## src/rtl/ltx_pkg.sv

```systemverilog
package ltx_pkg;

  // Free entries left in a queue of the given depth.
  function automatic int unsigned free_words(input int unsigned depth, input int unsigned level);
    return (level <= depth) ? (depth - level) : 0;
  endfunction

  // True when the free space reaches the programmed trigger.
  function automatic logic meets_trigger(input int unsigned depth, input int unsigned level,
                                         input int unsigned trig);
    return free_words(depth, level) >= trig;
  endfunction

endpackage

```

## src/rtl/ltx_fifo_store.sv

```systemverilog
module ltx_fifo_store #(
  parameter int unsigned DEPTH = 32,
  parameter int unsigned WIDTH = 32,
  localparam int unsigned AW = $clog2(DEPTH),
  localparam int unsigned LW = AW + 1
) (
  input  logic             clk,
  input  logic             rst_n,
  input  logic             flush,
  input  logic             push,
  input  logic [WIDTH-1:0] push_data,
  input  logic             pop,
  output logic [WIDTH-1:0] pop_data,
  output logic [LW-1:0]    level,
  output logic             empty,
  output logic             full
);

  logic [WIDTH-1:0] mem [DEPTH];
  logic [AW-1:0]    wr_ptr, rd_ptr;
  logic             push_ok, pop_ok;

  assign empty   = (level == '0);
  assign full    = (level == LW'(DEPTH));
  assign push_ok = push && !full && !flush;
  assign pop_ok  = pop && !empty && !flush;
  assign pop_data = mem[rd_ptr];

  always_ff @(posedge clk) begin
    if (push_ok) mem[wr_ptr] <= push_data;
  end

  always_ff @(posedge clk or negedge rst_n) begin
    if (!rst_n) begin
      wr_ptr <= '0;
      rd_ptr <= '0;
      level  <= '0;
    end else if (flush) begin
      wr_ptr <= '0;
      rd_ptr <= '0;
      level  <= '0;
    end else begin
      if (push_ok) wr_ptr <= wr_ptr + 1'b1;
      if (pop_ok)  rd_ptr <= rd_ptr + 1'b1;
      case ({push_ok, pop_ok})
        2'b10:   level <= level + 1'b1;
        2'b01:   level <= level - 1'b1;
        default: level <= level;
      endcase
    end
  end

  // the level never passes the depth
  p_no_overflow_r2: assert property (@(posedge clk) disable iff (!rst_n)
    level <= LW'(DEPTH));

  // a write into a full queue leaves it full and the write pointer still
  p_full_drop_r2: assert property (@(posedge clk) disable iff (!rst_n)
    (full && push && !pop && !flush) |=> (level == LW'(DEPTH)) && $stable(wr_ptr));

  // a pop on an empty queue leaves it empty
  p_empty_pop_r3: assert property (@(posedge clk) disable iff (!rst_n)
    (empty && pop && !push && !flush) |=> (level == '0) && $stable(rd_ptr));

  // a new transfer starts from an empty queue
  p_flush_empty_r4: assert property (@(posedge clk) disable iff (!rst_n)
    flush |=> (level == '0));

endmodule

```

## src/rtl/ltx_req_gen.sv

```systemverilog
module ltx_req_gen #(
  parameter int unsigned DEPTH = 32,
  localparam int unsigned AW = $clog2(DEPTH),
  localparam int unsigned LW = AW + 1
) (
  input  logic [LW-1:0] level,
  input  logic          dma_en,
  input  logic [AW-1:0] trig,
  output logic          dma_req,
  output logic          refill_set
);

  logic room_ok;

  assign room_ok    = ltx_pkg::meets_trigger(DEPTH, 32'(level), 32'(trig));
  assign dma_req    = dma_en && room_ok;
  assign refill_set = !dma_en && room_ok;

endmodule

```

## src/rtl/ltx_irq_stat.sv

```systemverilog
module ltx_irq_stat (
  input  logic       clk,
  input  logic       rst_n,
  input  logic       cfg_we,
  input  logic [5:0] cfg_wdata,
  input  logic       clr_we,
  input  logic [1:0] clr_mask,
  input  logic       done_set,
  input  logic       refill_set,
  output logic [1:0] sts,
  output logic       irq
);

  logic       gie_q;
  logic [1:0] src_en_q;
  logic [1:0] set_vec, clr_vec, armed;

  assign set_vec = {refill_set, done_set};
  assign clr_vec = clr_we ? clr_mask : 2'b00;
  assign armed   = sts & src_en_q;
  assign irq     = gie_q && (armed != 2'b00);

  always_ff @(posedge clk or negedge rst_n) begin
    if (!rst_n) begin
      gie_q    <= 1'b0;
      src_en_q <= 2'b00;
      sts      <= 2'b00;
    end else begin
      if (cfg_we) begin
        gie_q    <= cfg_wdata[5];
        src_en_q <= cfg_wdata[1:0];
      end
      sts <= set_vec | (sts & ~clr_vec);
    end
  end

  // the end-of-transfer pulse is latched
  p_done_latch_r8: assert property (@(posedge clk) disable iff (!rst_n)
    done_set |=> sts[0]);

  // a clear without a competing set takes effect
  p_w1c_finish_r9: assert property (@(posedge clk) disable iff (!rst_n)
    (clr_we && clr_mask[0] && !done_set) |=> !sts[0]);

  // a zero mask bit leaves the refill flag alone
  p_w1c_keep_r9: assert property (@(posedge clk) disable iff (!rst_n)
    (sts[1] && !(clr_we && clr_mask[1])) |=> sts[1]);

  // an interrupt always has a pending source behind it
  p_irq_source_r10: assert property (@(posedge clk) disable iff (!rst_n)
    irq |-> (sts != 2'b00));

endmodule

```

## src/rtl/led_txfifo_ctl.sv

```systemverilog
module led_txfifo_ctl #(
  parameter int unsigned DEPTH = 32,
  parameter int unsigned WIDTH = 32
) (
  input  logic                       clk,
  input  logic                       rst_n,
  input  logic                       data_we,
  input  logic [WIDTH-1:0]           data_wdata,
  input  logic                       dma_cfg_we,
  input  logic [$clog2(DEPTH):0]     dma_cfg_wdata,
  input  logic                       irq_cfg_we,
  input  logic [5:0]                 irq_cfg_wdata,
  input  logic                       sts_clr_we,
  input  logic [1:0]                 sts_clr_wdata,
  input  logic                       xfer_start,
  input  logic                       xfer_done,
  input  logic                       ser_pop,
  output logic [WIDTH-1:0]           ser_data,
  output logic                       ser_empty,
  output logic [10+$clog2(DEPTH):0]  status_word,
  output logic                       dma_req,
  output logic                       irq
);

  localparam int unsigned AW = $clog2(DEPTH);
  localparam int unsigned LW = AW + 1;

  logic [AW:0]   dma_cfg_q;
  logic          dma_en;
  logic [AW-1:0] trig;
  logic [LW-1:0] level;
  logic          full;
  logic          refill_set;
  logic [1:0]    sts;

  always_ff @(posedge clk or negedge rst_n) begin
    if (!rst_n)          dma_cfg_q <= '0;
    else if (dma_cfg_we) dma_cfg_q <= dma_cfg_wdata;
  end

  assign dma_en = dma_cfg_q[AW];
  assign trig   = dma_cfg_q[AW-1:0];

  ltx_fifo_store #(.DEPTH(DEPTH), .WIDTH(WIDTH)) u_store (
    .clk(clk), .rst_n(rst_n), .flush(xfer_start),
    .push(data_we), .push_data(data_wdata),
    .pop(ser_pop), .pop_data(ser_data),
    .level(level), .empty(ser_empty), .full(full)
  );

  ltx_req_gen #(.DEPTH(DEPTH)) u_req (
    .level(level), .dma_en(dma_en), .trig(trig),
    .dma_req(dma_req), .refill_set(refill_set)
  );

  ltx_irq_stat u_irq (
    .clk(clk), .rst_n(rst_n),
    .cfg_we(irq_cfg_we), .cfg_wdata(irq_cfg_wdata),
    .clr_we(sts_clr_we), .clr_mask(sts_clr_wdata),
    .done_set(xfer_done), .refill_set(refill_set),
    .sts(sts), .irq(irq)
  );

  assign status_word = {level, 8'b0, sts};

  // a DMA request never appears with DMA disabled or with a full queue and nonzero trigger
  p_dma_gate_r6: assert property (@(posedge clk) disable iff (!rst_n)
    dma_req |-> (dma_en && !(full && trig != '0)));

  // with DMA enabled the refill flag cannot rise
  p_refill_quiet_r7: assert property (@(posedge clk) disable iff (!rst_n)
    (dma_en && !sts[1]) |=> !sts[1]);

endmodule

```

## config.mk

```make
export PLATFORM = sky130hd
export DESIGN_NAME = led_txfifo_ctl
export DESIGN_NICKNAME = d
export VERILOG_FILES = /design/src/rtl/ltx_pkg.sv /design/src/rtl/ltx_fifo_store.sv /design/src/rtl/ltx_req_gen.sv /design/src/rtl/ltx_irq_stat.sv /design/src/rtl/led_txfifo_ctl.sv
export SDC_FILE = /design/constraint.sdc
export NUM_CORES = 1
export LEC_CHECK = 0
export BUFFER_PORTS_ARGS = -buffer_cell sky130_fd_sc_hd__buf_2
export CORE_ASPECT_RATIO = 1.1
export CORE_MARGIN = 5
export CORE_UTILIZATION = 65
export DETAILED_ROUTE_END_ITERATION = 10
export PLACE_DENSITY = 0.94
export SYNTH_ARGS = -nofsm -noshare
export SYNTH_HDL_FRONTEND = slang
export SYNTH_SLANG_ARGS = --single-unit
```

## constraint.sdc

```tcl
create_clock -name clk -period 11 [get_ports clk]
set_input_delay 0.55 -clock clk [delete_from_list [all_inputs] [get_ports clk]]
set_output_delay 0.55 -clock clk [all_outputs]
set_load 0.01 [all_outputs]
```

; Yosys cells after proc, flatten, opt, wreduce, memory -nomap -nowiden
; Memories as Yosys holds them, arrays and structs flattened.
; Index checks and enable logic that the tools add are counted.
; W data, S select, Z words.
[classes]
muxes = 10
n_reduce_logical = 16
magnitude_cmp = 2
n_eq_ne = 3
addsub = 5
bitwise = 4
[op_table]
columns = cell, count
row1 = $ge A32 B5 Y1, 1
row2 = $mux W32, 1
row3 = $mux W5, 4
row4 = $pmux W6 S2, 1
row5 = $add A5 B1 Y5 const B, 2
row6 = $logic_and A1 B1 Y1, 7
row7 = $sub A6 B6 Y7 const A, 1
row8 = $add A6 B1 Y6 const B, 1
row9 = $eq A6 B6 Y1 const B, 1
row10 = $le A6 B6 Y1 const B, 1
row11 = $logic_not A6 Y1, 1
row12 = $mux W6, 1
row13 = $reduce_bool A2 Y1, 3
row14 = $sub A6 B1 Y6 const B, 1
row15 = $and A2 B2 Y2, 2
row16 = $logic_not A1 Y1, 4
row17 = $reduce_bool A3 Y1, 1
row18 = $eq A2 B1 Y1 const B, 1
row19 = $eq A2 B2 Y1 const B, 1
row20 = $mux W1, 2
row21 = $mux W2, 1
row22 = $not A2 Y2, 1
row23 = $or A2 B2 Y2, 1
[totals]
mem_count = 1
out_inout_bits = 51
reg_bits = 27
mem_bits_rw = 1024
word_cells = 48
in_bits = 55
[mem_list]
columns = memory, words, width, read_ports, rd_clocked_by_memory_dff, wr, line
row1 = u_store.mem, 32, 32, 1, 0, 1, ltx_fifo_store.sv:19  ; logic [WIDTH-1:0] mem [DEPTH];

; Depth between registers and ports, before layout
; Gate-level depths: netlist of the first run.
[logic_depth]
depth_word = 7
mapped_depth = 13
ltp_nobuf = 11

; Hierarchy
; A second synthesis of the first run with hierarchy kept.
[hier_totals]
hier_cells = 2075
hier_area_um2 = 41424.7
[modules_own_cells]
columns = mod, n_inst, cells_each, area_per_inst_um2
row1 = ltx_fifo_store, 1, 1995, 40600.2
row2 = led_txfifo_ctl, 1, 22, 315.3
row3 = ltx_req_gen, 1, 44, 314.1
row4 = ltx_irq_stat, 1, 14, 195.2

; Worst setup path after synthesis of the first run
; No wires, ideal clock.
[synth_timing]
path_kind = reg-to-reg
from = register u_store.level[0]
to = memory u_store.mem[29][10] (enable)
setup_ps = 421
stages_incl_launch_ff = 8
arrival_time_ps = 3105
path_slack_ps = 7473
path_cell_list = dfrtp_1 -> inv_1 -> ha_1 -> buf_6 -> a31oi_2 -> and2b_1 -> nand2_1 -> nor2_1
[synth_between]
elab_chain_len = 6
[synth_lines]
columns = item, line
row1 = from (decl), ltx_fifo_store.sv:14  ; output logic [LW-1:0] level,
row2 = from (signal assigned), ltx_fifo_store.sv:46  ; 2'b10: level <= level + 1'b1;
row3 = from (signal assigned), ltx_fifo_store.sv:47  ; 2'b01: level <= level - 1'b1;
row4 = from (signal assigned), ltx_fifo_store.sv:48  ; default: level <= level;
row5 = $eq A6 B6 Y1, ltx_fifo_store.sv:24  ; assign full = (level == LW'(DEPTH));
row6 = $logic_not A1 Y1, ltx_fifo_store.sv:25  ; assign push_ok = push && !full && !flush;
row7 = $logic_and A1 B1 Y1 (2 in series), ltx_fifo_store.sv:25
row8 = $mux W1, ltx_fifo_store.sv:30  ; if (push_ok) mem[wr_ptr] <= push_data;
row9 = $mux W1 (implied by the code), ltx_fifo_store.sv:30
row10 = to (decl), ltx_fifo_store.sv:19
; No other way between the ends.

; Worst setup path after layout of the first run
[layout_timing]
from = register u_store.rd_ptr[0]
to = output ser_data[7]
[layout_between]
elab_chain_len = 1
[layout_lines]
columns = item, line
row1 = from (decl), ltx_fifo_store.sv:20  ; logic [AW-1:0] wr_ptr, rd_ptr;
row2 = from (signal assigned), ltx_fifo_store.sv:44  ; if (pop_ok) rd_ptr <= rd_ptr + 1'b1;
row3 = $mem_v2 Z32 W32, -
row4 = to (decl), led_txfifo_ctl.sv:18  ; output logic [WIDTH-1:0] ser_data,
; No other way between the ends.

==> results of run 1 <==
==> area by class of cell <==
cell class              count  area (um2)  share of cell area
flip-flops and latches   1051       31430              0.6962
multi-input cells         847        8954              0.1983
clock buffers             116        2411             0.05340
well taps                 833        1042             0.02308
repair buffers            148       878.3             0.01945
clock inverters            43       392.9            0.008701
inverters                   9       33.78           0.0007482
diodes                      2       5.005           0.0001108
==> cells by family after synthesis <==
group,share of synthesized area
flops,0.7705
simple gates,0.01908
buf+inv,0.01798
compound gates,0.04034
mux,0.1437
fa+ha+maj,0.005092
xor+xnor,0.003221
other cells,0.00009194
==> worst max path at each step <==
stage                                  from  slack [ns]                   to
after global placement    u_store.rd_ptr[0]        6.42          ser_data[7]
after CTS                 u_store.rd_ptr[0]        5.62          ser_data[7]
final                     u_store.rd_ptr[0]        5.54          ser_data[7]
after detailed placement  u_store.rd_ptr[0]        6.39          ser_data[7]
after floorplan            u_store.level[0]        7.47  u_store.mem[29][10]
after global routing      u_store.rd_ptr[0]        5.40          ser_data[7]
==> sequential cells by signal (all words and copies together), names as in the netlist <==
name            cells
dma_cfg_q           6
u_irq.gie_q         1
u_irq.src_en_q      2
u_irq.sts           2
u_store.level       6
u_store.mem      1024
u_store.rd_ptr      5
u_store.wr_ptr      5
==> worst max-delay path: stages, from the launching register on <==
cell and delay [ns]:
dfrtp_4 0.81, buf_4 0.86, buf_4 0.87, mux2i_1 0.24, a22oi_1 0.25, nand4_1 0.23
a211oi_1 0.64, buf_2 0.27
==> cell usage in the layout (no fill, tap or decap), types with 6 or more instances in the layout <==
master / instances
mux4_2: 128
xnor2_1: 6
edfxtp_1: 1024
a21oi_1: 6
nor2_4: 34
nor2_1: 22
o22ai_1: 33
mux2i_1: 292
conb_1: 8
clkinv_1: 10
clkinv_2: 19
o21ai_0: 12
ha_1: 15
xor2_1: 9
nand4_1: 36
clkbuf_1: 21
clkbuf_16: 91
a22oi_1: 129
inv_1: 9
bufinv_16: 6
buf_2: 94
nand2_1: 25
dfrtp_1: 24
buf_4: 53
a211oi_1: 34
==> routing by layer <==
metal | GRT usage | share of wire | routed length [um] | vias to the layer above
met2 | 0.5624 | 0.49 | 56990 | 2802
li1 | - | - | - | 8560
met5 | 0 | 0.00032 | 37 | -
met3 | 0.08461 | 0.14 | 16820 | 641
met4 | 0.2021 | 0.074 | 8631 | 4
met1 | 0.4055 | 0.30 | 34820 | 11480
==> power breakdown <==
part,internal [mW],switching [mW]
Combinational,0.568,0.812
Clock,1.69,1.46
Sequential,4.44,0.0656
Total,6.70,2.34
==> metrics by stage <==
step                      hold WS [ns]  cells  utilization  worst slack [ns]  area (um2)
after floorplan                 0.2544   2021            -             7.473       40810
after global placement          0.4777   2887       0.6791             6.421       42330
after detailed placement        0.5031   2887       0.6791             6.387       42330
after CTS                      0.09259   3047       0.7242             5.620       45150
after global routing            0.1018   3049       0.7243             5.403       45150
final                           0.1072   3049       0.7243             5.544       45150
==> what timing repair did <==
action | CTS | global route
endpoints found under the hold margin | 27 | 0
hold buffers | 1 | 0
buffers inserted | 0 | 0
==> flow_metrics.tcl, run 1 <==
set metrics [dict create \
    io_pins 106 \
    drc_errors 0 \
    grt_pass1_wl_um 164400 \
    die_x_um 248.8 \
    routed_via_density 7.702 \
    insertion_delay_ns 0.67 \
    grt_pass1_vias 23650 \
    relSlewSlack 0.1228 \
    synth_cell_types 50 \
    synth_area_leaders "edfxtp_1 75%, mux2i_1 7.2%, mux4_2 7.1%" \
    finalHoldViolCount 0 \
    synth_top_cell_area_share 0.7539 \
    synth_most_common_cell "edfxtp_1" \
    clk_pin_slew_ns 0.07 \
    cp-start-kind "flip-flop" \
    setup_viol 0 \
    ys.flop_type "edfxtp_1" \
    holdPathEnd "u_irq.sts[0]" \
    ant_nets 0 \
    clock-skew-final_ns 0.02806 \
    critical_path_required_ns 10.45 \
    dp_hpwl_um 57080 \
    die_area_um2 67860 \
    cts_tree "built" \
    port_buffers 94 \
    synthToLayoutAreaGrowth_pct 10.70 \
    critPathMaxFanout 53 \
    coreArea_um2 62340 \
    timing.fmax_mhz 183.3 \
    fp.dieH_um 272.7 \
    synth_seq_area_share 0.7705 \
    ys_seq_elements 1051 \
    cts-resized-gates 0 \
    cts-buffers-inserted 89 \
    hold_class "input pin to flip-flop" \
    power_mw 9.037 \
    synth_edf_count 1024 \
    cts_max_level 3 \
    cap_violations 0 \
    maxSlewViolCount 0 \
    wirelength_um 117300 \
    antenna_found_initial 6 \
    endpoint_kind "output port" \
    r2r_slack_ns 6.54 \
    holdCritStartpoint "xfer_done" \
    final.setup.tns_ns 0 \
    yosys-top-cells-count "1024 x edfxtp_1, 292 x mux2i_1, 129 x a22oi_1" \
    dr.pass1.iters 7 \
    rows 96 \
    reg2reg_from "u_store.level[0]" \
    grt_max_degree 69 \
    syn_inst 2014 \
    place_congestion 0.8210 \
    drive_gt1_frac 0.2082 \
    wire_per_inst_um 38.47 \
    postSynthAreaPerCell_um2 20.25 \
    status "finished clean" \
    reg2reg_to "u_store.level[5]" \
    vias 23480 \
    async_flop_share 0.02569 \
    ys_warn_count 0 \
    yosysTopAreaCell "edfxtp_1" \
    synth_area_um2 40790 \
    start_util 0.6543 \
    reg2regPathDepth 11 \
    hold_depth 2 \
    cts_root_buffer "clkbuf_16" \
    rsz0062_at_grt "no" \
    post-route-min-period_ns 5.456 \
    cts.path.max_buffers 3 \
    fillers 3075 \
    peakVddDrop_mv 0.1799 \
    grt.total_usage 0.3381 \
    fin_crit_sh 0.4960 \
    powerDensity_nw_per_um2 200.2 \
    initialDrtViolationCount 4564 \
    power.leakage_nw 14.00 \
    cts_sinks 1051 \
    nets 2217 \
    tightest_slew_ns 1.309 \
    overflow 0 \
    path_class "flip-flop to output port" \
    cp.arrival_ns 4.91 \
]
Note: power is estimated with default switching activity, not from simulation.
==> inputs of run 2 (changes only) <==
--- a/config.mk
+++ b/config.mk
@@ -8,9 +8,9 @@
 export BUFFER_PORTS_ARGS = -buffer_cell sky130_fd_sc_hd__buf_2
 export CORE_ASPECT_RATIO = 1.1
 export CORE_MARGIN = 5
-export CORE_UTILIZATION = 65
+export CORE_UTILIZATION = 56
 export DETAILED_ROUTE_END_ITERATION = 10
-export PLACE_DENSITY = 0.94
+export PLACE_DENSITY = 0.88
 export SYNTH_ARGS = -nofsm -noshare
 export SYNTH_HDL_FRONTEND = slang
 export SYNTH_SLANG_ARGS = --single-unit
==> constraint.sdc (replaced) <==
create_clock -name clk -period 4.5 [get_ports clk]
set_input_delay 0.225 -clock clk [delete_from_list [all_inputs] [get_ports clk]]
set_output_delay 0.225 -clock clk [all_outputs]
set_load 0.01 [all_outputs]
==> run 2 against run 1 <==
Net effect:
- largest power group unchanged
- clock-buffer cell count fell by 12
- cell count rose by 5.5%
- first-iteration DRC count fell by 29%
- highest routed layer unchanged
- wire length fell by 8.7%
==> flow_metrics.tcl, run 2 (synthesis results as in run 1) <==
set metrics [dict create \
    status "finished clean" \
    slowest_stage "a211oi_1" \
    reg2reg_to "u_store.mem[20][1]" \
    port_buffers 94 \
    peakVddDrop_mv 0.5680 \
    io_pins 106 \
    synthToLayoutAreaGrowth_pct 13.45 \
    nets 2266 \
    cts_sinks 1051 \
    critPathMaxStageDelay_ns 0.92 \
    cts-buffers-inserted 91 \
    clock-skew-final_ns 0.04027 \
    cts_tree "built" \
    start_util 0.5662 \
    fp.dieH_um 293.1 \
    final_cell_mix "1024 x edfxtp_1, 292 x mux2i_1, 129 x a22oi_1, 128 x mux4_2, 94 x buf_2" \
    die_area_um2 78340 \
    final_common_cell "edfxtp_1" \
    holdCritStartpoint "data_wdata[11]" \
    dp.cells 3018 \
    place_congestion 0.8224 \
    cp_top_family "compound AO/OA/AOI/OAI gates" \
    power_mw 22.60 \
    crit_chain "buf_4 > or3_1 > o22ai_1 > a211oi_1 > buf_2" \
    reg2reg_from "u_store.level[0]" \
    finalHoldViolCount 0 \
    path_class "flip-flop to output port" \
    reg2regPathDepth 7 \
    critical_path_required_ns 4.28 \
    antenna_found_initial 4 \
    cp-start-kind "flip-flop" \
    crit_buf_inv 2 \
    tightest_slew_ns 1.376 \
    critPathMaxFanout 23 \
    hold_depth 1 \
    insertion_delay_ns 0.67 \
    grt.total_usage 0.2691 \
    maxSlewViolCount 0 \
    finalNonFillerCells 3216 \
    cap_violations 0 \
    largest_register_ffs 1024 \
    grt_max_degree 60 \
    fin_crit_sh 0.9979 \
    drive_gt1_frac 0.2145 \
    power.leakage_nw 14.39 \
    largest_register "u_store.mem" \
    timing.fmax_mhz 222.7 \
    vias 22500 \
    cts_max_level 3 \
    post-route-min-period_ns 4.491 \
    overflow 0 \
    post-cts-setup-buffers 0 \
    grt_pass1_vias 22970 \
    clk_pin_slew_ns 0.07 \
    r2r_slack_ns 0.54 \
    grt_pass1_wl_um 154200 \
    coreArea_um2 72040 \
    initialDrtViolationCount 3229 \
    cts_root_buffer "clkbuf_16" \
    ant_nets 0 \
    dr.pass1.iters 7 \
    wire_per_inst_um 33.28 \
    holdPathEnd "u_store.mem[14][11]" \
    relSlewSlack 0.07562 \
    powerDensity_nw_per_um2 488.4 \
    hold_class "input pin to flip-flop" \
    cts.path.max_buffers 3 \
    wirelength_um 107000 \
    setup_viol 0 \
    endpoint_kind "output port" \
    dp_hpwl_um 56100 \
    drc_errors 0 \
    rows 103 \
    routed_via_density 6.997 \
    cp.arrival_ns 4.27 \
    reg_top3 "u_store.mem: 1024 flops, dma_cfg_q: 6 flops, u_store.level: 6 flops" \
    die_x_um 267.3 \
]
[run 2: changes by cell type in the layout (fill, tap and decap cells not counted), sizes merged, moves of 6 or more]
cell	before	now
dlygate4sd3	1	29
clkinv	33	39
clkbuf	116	104
bufinv	6	15
buf	147	166
[run 2: area by class of cell]
cell class / instances / area, um2
diodes: 1 / 2.502
clock buffers: 104 / 2369
clock inverters: 64 / 737.0
fillers: 4182 / 25770
inverters: 9 / 33.78
multi-input cells: 847 / 8950
flip-flops and latches: 1051 / 31430
well taps: 945 / 1182
repair buffers: 195 / 1564
[run 2: worst register-to-register path, cell delays in order (launching register included)]
cell	delay, ns
dfrtp_1	0.55
inv_1	0.14
ha_1	0.33
a31oi_2	0.61
and2b_1	0.29
nand2_1	0.49
nor2_4	0.89
buf_4	0.36
[run 2: layer usage]
layer,wire length [um],vias up,GRT usage
li1,-,8658,-
met1,34310,11290,0.3367
met2,53800,2078,0.4516
met3,11670,470,0.04497
met4,7239,4,0.1507
met5,18,-,0
[run 2: how the worst max path moves through the flow]
stage,start,endpoint,depth (start not counted)
6_report,u_store.rd_ptr[4],ser_data[0],5
5_1_grt,u_store.level[0],dma_req,12
4_1_cts,u_store.rd_ptr[4],ser_data[0],5
3_5_place_dp,u_store.level[0],u_store.mem[20][31],7
3_3_place_gp,u_store.level[0],u_store.level[5],11
2_1_floorplan,u_store.level[0],u_store.mem[29][0],7
[run 2: report_power, final]
group | internal, mW | total, mW | switching (mW)
Clock | 4.66 | 8.22 | 3.56
Sequential | 10.8 | 11.0 | 0.185
Combinational | 1.45 | 3.35 | 1.89
[run 2: repair_timing]
action | in CTS | in global routing
resized for setup | 0 | 1
endpoints found under the hold margin | 51 | 0
setup endpoints to repair | 0 | 1
hold buffers | 29 | 0
[run 2: stage by stage]
stage / setup TNS (ns) / instance area [um2] / hold slack (ns) / setup slack [ns] / utilization
4_1_cts: 0 / 46260 / 0.02867 / 0.1805 / 0.6422
3_3_place_gp: 0 / 42870 / 0.2704 / 0.8908 / 0.5950
6_report: 0 / 46270 / 0.05638 / 0.009404 / 0.6423
5_1_grt: -0.07748 / 46270 / 0.06971 / -0.07748 / 0.6423
3_5_place_dp: 0 / 42870 / 0.2821 / 0.7880 / 0.5950
2_1_floorplan: 0 / 40810 / -0.07059 / 0.9734 / -
